## src/rtl/bmwd_pkg.sv

```systemverilog
package bmwd_pkg;
  localparam int CFG_AW  = 8;
  localparam int CFG_DW  = 32;
  localparam int CFG_BW  = CFG_DW / 8;
  localparam logic [CFG_AW-1:0] WIN_BASE_OFS0  = 8'h1C;
  localparam logic [CFG_AW-1:0] WIN_LIMIT_OFS0 = 8'h20;
  localparam int                WIN_STRIDE     = 8;
  localparam logic [CFG_AW-1:0] CTL_OFS        = 8'h3C;
  localparam int                PREF_LSB       = 24;

  function automatic logic [CFG_DW-1:0] be_merge(
    input logic [CFG_DW-1:0] old_v,
    input logic [CFG_DW-1:0] new_v,
    input logic [CFG_BW-1:0] be
  );
    logic [CFG_DW-1:0] r;
    r = old_v;
    for (int k = 0; k < CFG_BW; k++)
      if (be[k]) r[8*k +: 8] = new_v[8*k +: 8];
    return r;
  endfunction
endpackage

```

## src/rtl/bmwd_win_regs.sv

```systemverilog
module bmwd_win_regs
  import bmwd_pkg::*;
#(
  parameter int                ADDR_W    = 32,
  parameter int                PAGE_W    = 12,
  parameter logic [CFG_AW-1:0] BASE_OFS  = 8'h1C,
  parameter logic [CFG_AW-1:0] LIMIT_OFS = 8'h20,
  localparam int               PN        = ADDR_W - PAGE_W
) (
  input  logic              clk_i,
  input  logic              rst_ni,
  input  logic              cfg_we_i,
  input  logic [CFG_AW-1:0] cfg_addr_i,
  input  logic [CFG_BW-1:0] cfg_be_i,
  input  logic [CFG_DW-1:0] cfg_wdata_i,
  output logic [CFG_DW-1:0] rd_data_o,
  output logic [PN-1:0]     base_o,
  output logic [PN-1:0]     limit_o,
  output logic              en_o
);
  logic [PN-1:0] base_q, limit_q;
  logic          sel_base, sel_limit;
  logic [CFG_DW-1:0] base_full, limit_full, base_new, limit_new;

  assign sel_base  = cfg_addr_i[CFG_AW-1:2] == BASE_OFS[CFG_AW-1:2];
  assign sel_limit = cfg_addr_i[CFG_AW-1:2] == LIMIT_OFS[CFG_AW-1:2];

  assign base_full  = {base_q, {PAGE_W{1'b0}}};
  assign limit_full = {limit_q, {PAGE_W{1'b1}}};
  assign base_new   = be_merge(base_full, cfg_wdata_i, cfg_be_i);
  assign limit_new  = be_merge(limit_full, cfg_wdata_i, cfg_be_i);

  always_ff @(posedge clk_i or negedge rst_ni) begin
    if (!rst_ni) begin
      base_q  <= '0;
      limit_q <= '0;
    end else if (cfg_we_i) begin
      if (sel_base)  base_q  <= base_new[ADDR_W-1:PAGE_W];
      if (sel_limit) limit_q <= limit_new[ADDR_W-1:PAGE_W];
    end
  end

  always_comb begin
    rd_data_o = '0;
    if (sel_base)       rd_data_o = base_full;
    else if (sel_limit) rd_data_o = limit_full;
  end

  assign base_o  = base_q;
  assign limit_o = limit_q;
  assign en_o    = (|base_q) || (|limit_q);
endmodule

```

## src/rtl/bmwd_ctl_reg.sv

```systemverilog
module bmwd_ctl_reg
  import bmwd_pkg::*;
#(
  parameter int                NUM_WIN = 2,
  parameter logic [CFG_AW-1:0] OFS     = 8'h3C,
  parameter int                LSB     = 24
) (
  input  logic               clk_i,
  input  logic               rst_ni,
  input  logic               cfg_we_i,
  input  logic [CFG_AW-1:0]  cfg_addr_i,
  input  logic [CFG_BW-1:0]  cfg_be_i,
  input  logic [CFG_DW-1:0]  cfg_wdata_i,
  output logic [CFG_DW-1:0]  rd_data_o,
  output logic [NUM_WIN-1:0] pref_o
);
  logic [NUM_WIN-1:0] pref_q;
  logic [CFG_DW-1:0]  cur_full, new_full;
  logic               sel;

  assign sel = cfg_addr_i[CFG_AW-1:2] == OFS[CFG_AW-1:2];

  always_comb begin
    cur_full = '0;
    cur_full[LSB +: NUM_WIN] = pref_q;
  end
  assign new_full = be_merge(cur_full, cfg_wdata_i, cfg_be_i);

  always_ff @(posedge clk_i or negedge rst_ni) begin
    if (!rst_ni)             pref_q <= '0;
    else if (cfg_we_i && sel) pref_q <= new_full[LSB +: NUM_WIN];
  end

  assign rd_data_o = sel ? cur_full : '0;
  assign pref_o    = pref_q;
endmodule

```

## src/rtl/bmwd_win_match.sv

```systemverilog
module bmwd_win_match #(
  parameter int ADDR_W = 32,
  parameter int PAGE_W = 12,
  localparam int PN    = ADDR_W - PAGE_W
) (
  input  logic [ADDR_W-1:0] addr_i,
  input  logic [PN-1:0]     base_i,
  input  logic [PN-1:0]     limit_i,
  input  logic              en_i,
  output logic              hit_o
);
  logic [PN-1:0] page;
  assign page  = addr_i[ADDR_W-1:PAGE_W];
  assign hit_o = en_i && (page >= base_i) && (page <= limit_i);
endmodule

```

## src/rtl/bmwd_top.sv

```systemverilog
module bmwd_top
  import bmwd_pkg::*;
#(
  parameter int ADDR_W  = 32,
  parameter int PAGE_W  = 12,
  parameter int NUM_WIN = 2,
  localparam int PN     = ADDR_W - PAGE_W
) (
  input  logic               clk_i,
  input  logic               rst_ni,
  input  logic               cfg_we_i,
  input  logic [CFG_AW-1:0]  cfg_addr_i,
  input  logic [CFG_BW-1:0]  cfg_be_i,
  input  logic [CFG_DW-1:0]  cfg_wdata_i,
  output logic [CFG_DW-1:0]  cfg_rdata_o,
  input  logic [ADDR_W-1:0]  txn_addr_i,
  input  logic               txn_from_sec_i,
  output logic [NUM_WIN-1:0] win_hit_o,
  output logic [NUM_WIN-1:0] win_pref_o,
  output logic               fwd_o,
  output logic               fwd_pref_o
);
  logic [CFG_DW-1:0]  win_rd [NUM_WIN];
  logic [CFG_DW-1:0]  ctl_rd;
  logic [NUM_WIN-1:0] hit_d, pref;
  logic               fwd_d, fwd_pref_d, sel_pref;

  for (genvar i = 0; i < NUM_WIN; i++) begin : g_win
    logic [PN-1:0] base, limit;
    logic          en;
    bmwd_win_regs #(
      .ADDR_W   (ADDR_W),
      .PAGE_W   (PAGE_W),
      .BASE_OFS (CFG_AW'(WIN_BASE_OFS0 + WIN_STRIDE * i)),
      .LIMIT_OFS(CFG_AW'(WIN_LIMIT_OFS0 + WIN_STRIDE * i))
    ) u_regs (
      .clk_i, .rst_ni, .cfg_we_i, .cfg_addr_i, .cfg_be_i, .cfg_wdata_i,
      .rd_data_o(win_rd[i]),
      .base_o   (base),
      .limit_o  (limit),
      .en_o     (en)
    );
    bmwd_win_match #(.ADDR_W(ADDR_W), .PAGE_W(PAGE_W)) u_match (
      .addr_i (txn_addr_i),
      .base_i (base),
      .limit_i(limit),
      .en_i   (en),
      .hit_o  (hit_d[i])
    );
  end

  bmwd_ctl_reg #(.NUM_WIN(NUM_WIN), .OFS(CTL_OFS), .LSB(PREF_LSB)) u_ctl (
    .clk_i, .rst_ni, .cfg_we_i, .cfg_addr_i, .cfg_be_i, .cfg_wdata_i,
    .rd_data_o(ctl_rd),
    .pref_o   (pref)
  );

  always_comb begin
    cfg_rdata_o = ctl_rd;
    for (int i = 0; i < NUM_WIN; i++) cfg_rdata_o |= win_rd[i];
  end

  // lowest-numbered hitting window supplies the attribute
  always_comb begin
    sel_pref = 1'b0;
    for (int i = NUM_WIN - 1; i >= 0; i--)
      if (hit_d[i]) sel_pref = pref[i];
  end

  assign fwd_d      = txn_from_sec_i ? ~(|hit_d) : (|hit_d);
  assign fwd_pref_d = ~txn_from_sec_i & sel_pref;

  always_ff @(posedge clk_i or negedge rst_ni) begin
    if (!rst_ni) begin
      win_hit_o  <= '0;
      fwd_o      <= 1'b0;
      fwd_pref_o <= 1'b0;
    end else begin
      win_hit_o  <= hit_d;
      fwd_o      <= fwd_d;
      fwd_pref_o <= fwd_pref_d;
    end
  end

  assign win_pref_o = pref;
endmodule

```

## config.mk

```make
export PLATFORM = sky130hd
export DESIGN_NAME = bmwd_top
export DESIGN_NICKNAME = d
export VERILOG_FILES = /design/src/rtl/bmwd_pkg.sv /design/src/rtl/bmwd_win_regs.sv /design/src/rtl/bmwd_ctl_reg.sv /design/src/rtl/bmwd_win_match.sv /design/src/rtl/bmwd_top.sv
export SDC_FILE = /design/constraint.sdc
export NUM_CORES = 1
export LEC_CHECK = 0
export BUFFER_PORTS_ARGS = -buffer_cell sky130_fd_sc_hd__buf_2
export CORE_UTILIZATION = 60
export CTS_CLUSTER_SIZE = 16
export DETAILED_ROUTE_END_ITERATION = 8
export HOLD_SLACK_MARGIN = 0.03
export PLACE_DENSITY = 0.85
export SETUP_SLACK_MARGIN = 0.5
export SYNTH_ARGS = -nofsm -noshare
export SYNTH_HDL_FRONTEND = slang
export SYNTH_HIERARCHICAL = 1
export SYNTH_SLANG_ARGS = --single-unit
```

## constraint.sdc

```tcl
create_clock -name clk_i -period 5 [get_ports clk_i]
set_input_delay 0.5 -clock clk_i [delete_from_list [all_inputs] [get_ports clk_i]]
set_output_delay 0.5 -clock clk_i [all_outputs]
set_load 0.05 [all_outputs]
```

==> results of run 1 <==
state kept, by name, summed over array words and instances, names as in the netlist:
register / count
win_hit_o: 2
fwd_o: 1
u_ctl/pref_o: 2
fwd_pref_o: 1
g_win.u_regs/limit_o: 40
g_win.u_regs/base_o: 40
cell usage after synthesis (all sizes together):
cell type  count  area (um2)
conb           1        3.75
o21ai         16        80.1
nor4b          3        41.3
nand2b         4        25.0
nor3           8         106
a41oi          2        17.5
mux2          82         923
or3           34         213
a221oi         2        17.5
a22oi          2        15.0
xnor2          1        8.76
and4           6        52.6
a221o          4        40.0
nand4         15         106
buf           59         428
nor2          11        41.3
nand3b         1        7.51
inv           78         293
nor4          25         201
a211oi         4        30.0
ha            80        1000
nand4b         1        23.8
dfrtp         86        2150
clkbuf         3        11.3
or4b           1        10.0
nor2b          4        25.0
and2           7        43.8
nand4bb        1        27.5
a21o           4        30.0
a22o          40         350
nand3          4        20.0
a21oi         25         133
o31ai          2        15.0
nand2         29         109
area by class of cell:
type                    instances  area (um2)  area share, %
clock buffers                   9         124           1.73
repair buffers                 95         490           6.87
flip-flops and latches         86        2150           30.1
well taps                     136         170           2.38
multi-input cells             448        3830           53.7
clock inverters                 7        77.6           1.09
inverters                      78         293           4.10
kinds of logic after synthesis:
family | share of synthesized area [%]
and+or+nand+nor | 16.0
muxes | 14.0
other | 0.0568
DFF | 32.6
xor gates and xnor gates | 0.133
AOI/OAI and AO/OA | 11.0
adders and majority gates | 15.2
buffers and inverters | 11.1
worst max-delay path, cell delays in order:
cell and delay (ns):
buf_2 0.17, or4b_1 0.81, nor2_1 0.50, buf_4 0.36
a22o_1 0.16, or3_1 0.15, buf_2 0.28
power breakdown:
group | internal [mW] | switching, mW
logic | 0.193 | 0.303
clock network | 0.237 | 0.278
registers | 0.754 | 0.0671
routing by layer:
layer	global-route usage (%)	vias to the layer above
li1	-	2417
met1	41.2	2522
met2	50.9	246
met3	6.02	41
met4	14.4	0
met5	0	-
final timing paths:
kind	start	end	depth (start not counted)
max reg2reg	g_win[1].u_regs/base_o[9]	fwd_pref_o	10
min reg2reg	g_win[0].u_regs/limit_o[16]	g_win[0].u_regs/limit_o[16]	1
min in group clk_i	txn_from_sec_i	fwd_pref_o	2
max	cfg_addr_i[7]	cfg_rdata_o[31]	7
max in group asynchronous	rst_ni	g_win[1].u_regs/limit_o[5]	1
min	rst_ni	g_win[0].u_regs/limit_o[17]	1
stage by stage:
step                      total power, mW  cell area, um2
after floorplan                      1.16            6710
after global placement               1.29            6940
after detailed placement             1.32            6940
after CTS                            1.83            7140
after global routing                 1.93            7140
final                                1.83            7140
==> flow_summary.ini, run 1 <==
[cells_and_area]
stdcell_count = 859
final_common_cell = buf_2
drive_gt1_share_pct = 29.0
antenna_cells = 0
area_growth_syn_to_layout_pct = 8.17
nNetsFinal = 878
final_cell_mix = 89 x buf_2, 86 x dfrtp_1, 80 x ha_1, 80 x mux2_2, 78 x inv_1
n_fill_cell = 818
fin_util_pct = 68.0

[placed_design]
dp_hpwl_um = 13400
dp_slack_ns = 1.58
dp.cells = 843
place_congestion = 0.946
portBuffers = 90

[power]
ir_drop_mv = 0.148
powerDensity_nw_per_um2 = 257
leakage_nw = 3.49

[clocking]
cts_sinks = 86
clock_latency_ns = 0.38
cts_max_level = 3
hold_buffers = 0
cts_resized = 0
clock_path_buffers = 2
numCtsBuffers = 9
tritoncts = done
cts_post_setup_buffers_inserted = 0
clk_pin_slew_worst_paths_ns = 0.09
cts_root_buffer = clkbuf_8

[floorplanning]
chipWidth_um = 107
core_area_um2 = 10500
start_util_pct = 62.8
pin_count = 118
rows = 37
dieHeight_um = 107
dieArea_um2 = 11400

[sta]
setup_viol = 0
fin_setup_tns_ns = 0
timing.final.ws_setup_ns = 1.55
fin_hold_ws_ns = 0.302
tightest_slew_ns = 1.10
fmax_mhz = 290
slew_headroom_pct = 26.8
fin_crit_sh_pct = 68.9
maxSlewViolCount = 0
period_minus_slack_ns = 3.45
grt_setup_unrepaired = no
hold_violations = 0
fin_skew_ns = 0.0139

[drt]
drtIter0Drc = 346
ant_nets = 0
top_layer = met4
wl_met2_um = 8060
drt-total-wl_um = 17100
drt-met1-wl_um = 7280
avgViaCountPerCell = 6.08
drc = 0
wire_per_inst_um = 19.9
num_vias = 5226
dr_wl_met3_um = 1260
dr.pass1.iters = 5

[worst_hold_path]
min_path_type = input pin to asynchronous set/reset pin

[critical_path]
worstPathRequired_ns = 4.50
r2r_setup_slack_ns = 2.35
worstSetupPathType = input pin to primary output
cp.arrival_ns = 2.95
end_kind = primary output
crit_fanout = 15
cp-start-kind = input pin

[synth]
ys_ff_latch = 86
yosysWarnings = 6
yosysUniqueCellTypes = 43
syn-mean-instance-area_um2 = 10.2
syn-instance-count = 645
synth_area_um2 = 6600
ys_seq_area_share_pct = 32.6

[global_route]
grt_first_pass_wirelength_um = 27100
antenna_found_initial = 0
grt_max_degree = 87
grt_usage_pct = 31.6
grt-ovfl-total = 0
first_global_vias = 5295

[job]
drv_cap = 0

[run_status]
status = finished, final reports clean
Note: power is estimated with default switching activity, not from simulation.
==> inputs of run 2 (changes only) <==
--- a/config.mk
+++ b/config.mk
@@ -6,11 +6,11 @@
 export NUM_CORES = 1
 export LEC_CHECK = 0
 export BUFFER_PORTS_ARGS = -buffer_cell sky130_fd_sc_hd__buf_2
-export CORE_UTILIZATION = 60
+export CORE_UTILIZATION = 52
 export CTS_CLUSTER_SIZE = 16
 export DETAILED_ROUTE_END_ITERATION = 8
 export HOLD_SLACK_MARGIN = 0.03
-export PLACE_DENSITY = 0.85
+export PLACE_DENSITY = 0.78
 export SETUP_SLACK_MARGIN = 0.5
 export SYNTH_ARGS = -nofsm -noshare
 export SYNTH_HDL_FRONTEND = slang
==> constraint.sdc (replaced) <==
create_clock -name clk_i -period 2.9 [get_ports clk_i]
set_input_delay 0.29 -clock clk_i [delete_from_list [all_inputs] [get_ports clk_i]]
set_output_delay 0.29 -clock clk_i [all_outputs]
set_load 0.05 [all_outputs]
==> flow_summary.ini, run 2 (synthesis results as in run 1) <==
[sta]
slew_headroom_pct = 27.1
grt_setup_unrepaired = yes
setup_viol = 0
fmax_mhz = 415
maxSlewViolCount = 0
tightest_slew_ns = 1.09
period_minus_slack_ns = 2.41
fin_crit_sh_pct = 83.1
hold_violations = 0
fin_hold_ws_ns = 0.133
fin_skew_ns = 0.00781
fin_setup_tns_ns = 0

[global_route]
grt_max_degree = 87
first_global_vias = 5188
grt-ovfl-total = 0
antenna_found_initial = 0
grt_usage_pct = 27.6
grt_first_pass_wirelength_um = 27500

[worst_hold_path]
min_path_type = input pin to flop

[critical_path]
cp.arrival_ns = 2.64
worstPathRequired_ns = 3.13
cp-start-kind = flop
crit_fanout = 3
slowest_stage = a221o_1
worstSetupPathType = flop to flop
crit_chain = inv_1, ha_1, a21o_1, a221o_1, a221o_1, a21oi_2, o21ai_2, a22oi_2, nor2_1, xnor2_1
cp_common_cell = a221o_1
end_kind = flop
critPathMaxStageDelay_ns = 0.39

[clocking]
cts_sinks = 86
clock_latency_ns = 0.34
numCtsBuffers = 9
clk_pin_slew_worst_paths_ns = 0.06
tritoncts = done
cts_root_buffer = clkbuf_16
clock_path_buffers = 2
cts_max_level = 3

[drt]
wire_per_inst_um = 19.3
ant_nets = 0
drt-total-wl_um = 17300
drtIter0Drc = 349
dr.pass1.iters = 5
avgViaCountPerCell = 5.84
drc = 0
num_vias = 5246

[cells_and_area]
final_cell_mix = 85 x dfrtp_1, 85 x buf_2, 80 x mux2_2
nNetsFinal = 888
area_growth_syn_to_layout_pct = 13.0
antenna_cells = 0
drive_gt1_share_pct = 32.3

[placed_design]
place_congestion = 0.934
portBuffers = 90
dp_hpwl_um = 12900

[run_status]
status = finished, final reports clean

[floorplanning]
core_area_um2 = 12200
chipWidth_um = 115
start_util_pct = 54.1
pin_count = 118
rows = 40
dieArea_um2 = 13200
dieHeight_um = 115

[job]
drv_cap = 0

[power]
ir_drop_mv = 0.476
powerDensity_nw_per_um2 = 474
leakage_nw = 3.61
run 2: cell count changes in the layout (fill, tap and decap cells not counted), moves of 4 or more:
cell	delta
clkbuf_8	-8
inv_6	-4
clkbuf_4	+4
clkbuf_16	+9
buf_2	-4
buf_4	+9
run 2: power by group:
part           internal, mW  leakage, nW  total (mW)  switching [mW]
Sequential             1.30         1.17        1.42           0.116
Combinational         0.357         2.29       0.892           0.536
Clock                 0.767        0.150        1.23           0.459
run 2: final timing paths:
check,from,endpoint,slack (ns),depth (start not counted)
max in group asynchronous,rst_ni,g_win[0].u_regs/limit_o[14],1.98,1
hold reg to reg,g_win[1].u_regs/limit_o[13],g_win[1].u_regs/limit_o[13],0.54,1
setup / recovery,g_win[1].u_regs/limit_o[13],fwd_o,0.49,10
setup reg to reg,g_win[1].u_regs/limit_o[13],fwd_o,0.49,10
min in group asynchronous,rst_ni,g_win[1].u_regs/limit_o[7],0.15,1
hold / removal,txn_from_sec_i,fwd_pref_o,0.13,2
run 2: metal layers:
metal  up-vias  track usage (%)  wire [um]
li1       2438                -          -
met5         -                0          0
met4         0             8.05        429
met2       203             47.2       8300
met3        31             4.02        994
met1      2574             36.4       7600
run 2: repair_timing:
action                     CTS  global route
resized for setup            4            20
hold buffers                 0             0
hold endpoints to repair     0             0
setup buffers                1             5
pin swaps                    1            10
setup endpoints to repair   35            19
run 2: through the flow:
stage	std cells	instance area [um2]	power, mW	utilization [%]	setup WS [ns]
after floorplan	674	6710	2.00	-	0.631
after global placement	879	7010	2.23	57.4	0.340
after detailed placement	879	7010	2.27	57.4	0.289
after CTS	894	7340	3.51	60.1	0.483
after global routing	899	7460	3.72	61.1	0.418
final	899	7460	3.54	61.1	0.490
run 2: cell type report:
cell class,instances,area (um2)
Sequential cell,86,2150
Tap cell,168,210
Inverter,78,293
Multi-Input combinational cell,448,3920
Fill cell,1035,4750
Clock buffer,10,239
Clock inverter,4,72.6
Timing Repair Buffer,105,579
run 2: worst max-delay path, delay by kind of cell (launching register included):
| kind | cells | cell delay (ns) |
|---|---|---|
| buf+inv | 1 | 0.05 |
| compound gates | 6 | 1.37 |
| flops | 1 | 0.36 |
| xor+xnor | 1 | 0.14 |
| simple gates | 1 | 0.09 |
| fa+ha+maj | 1 | 0.29 |
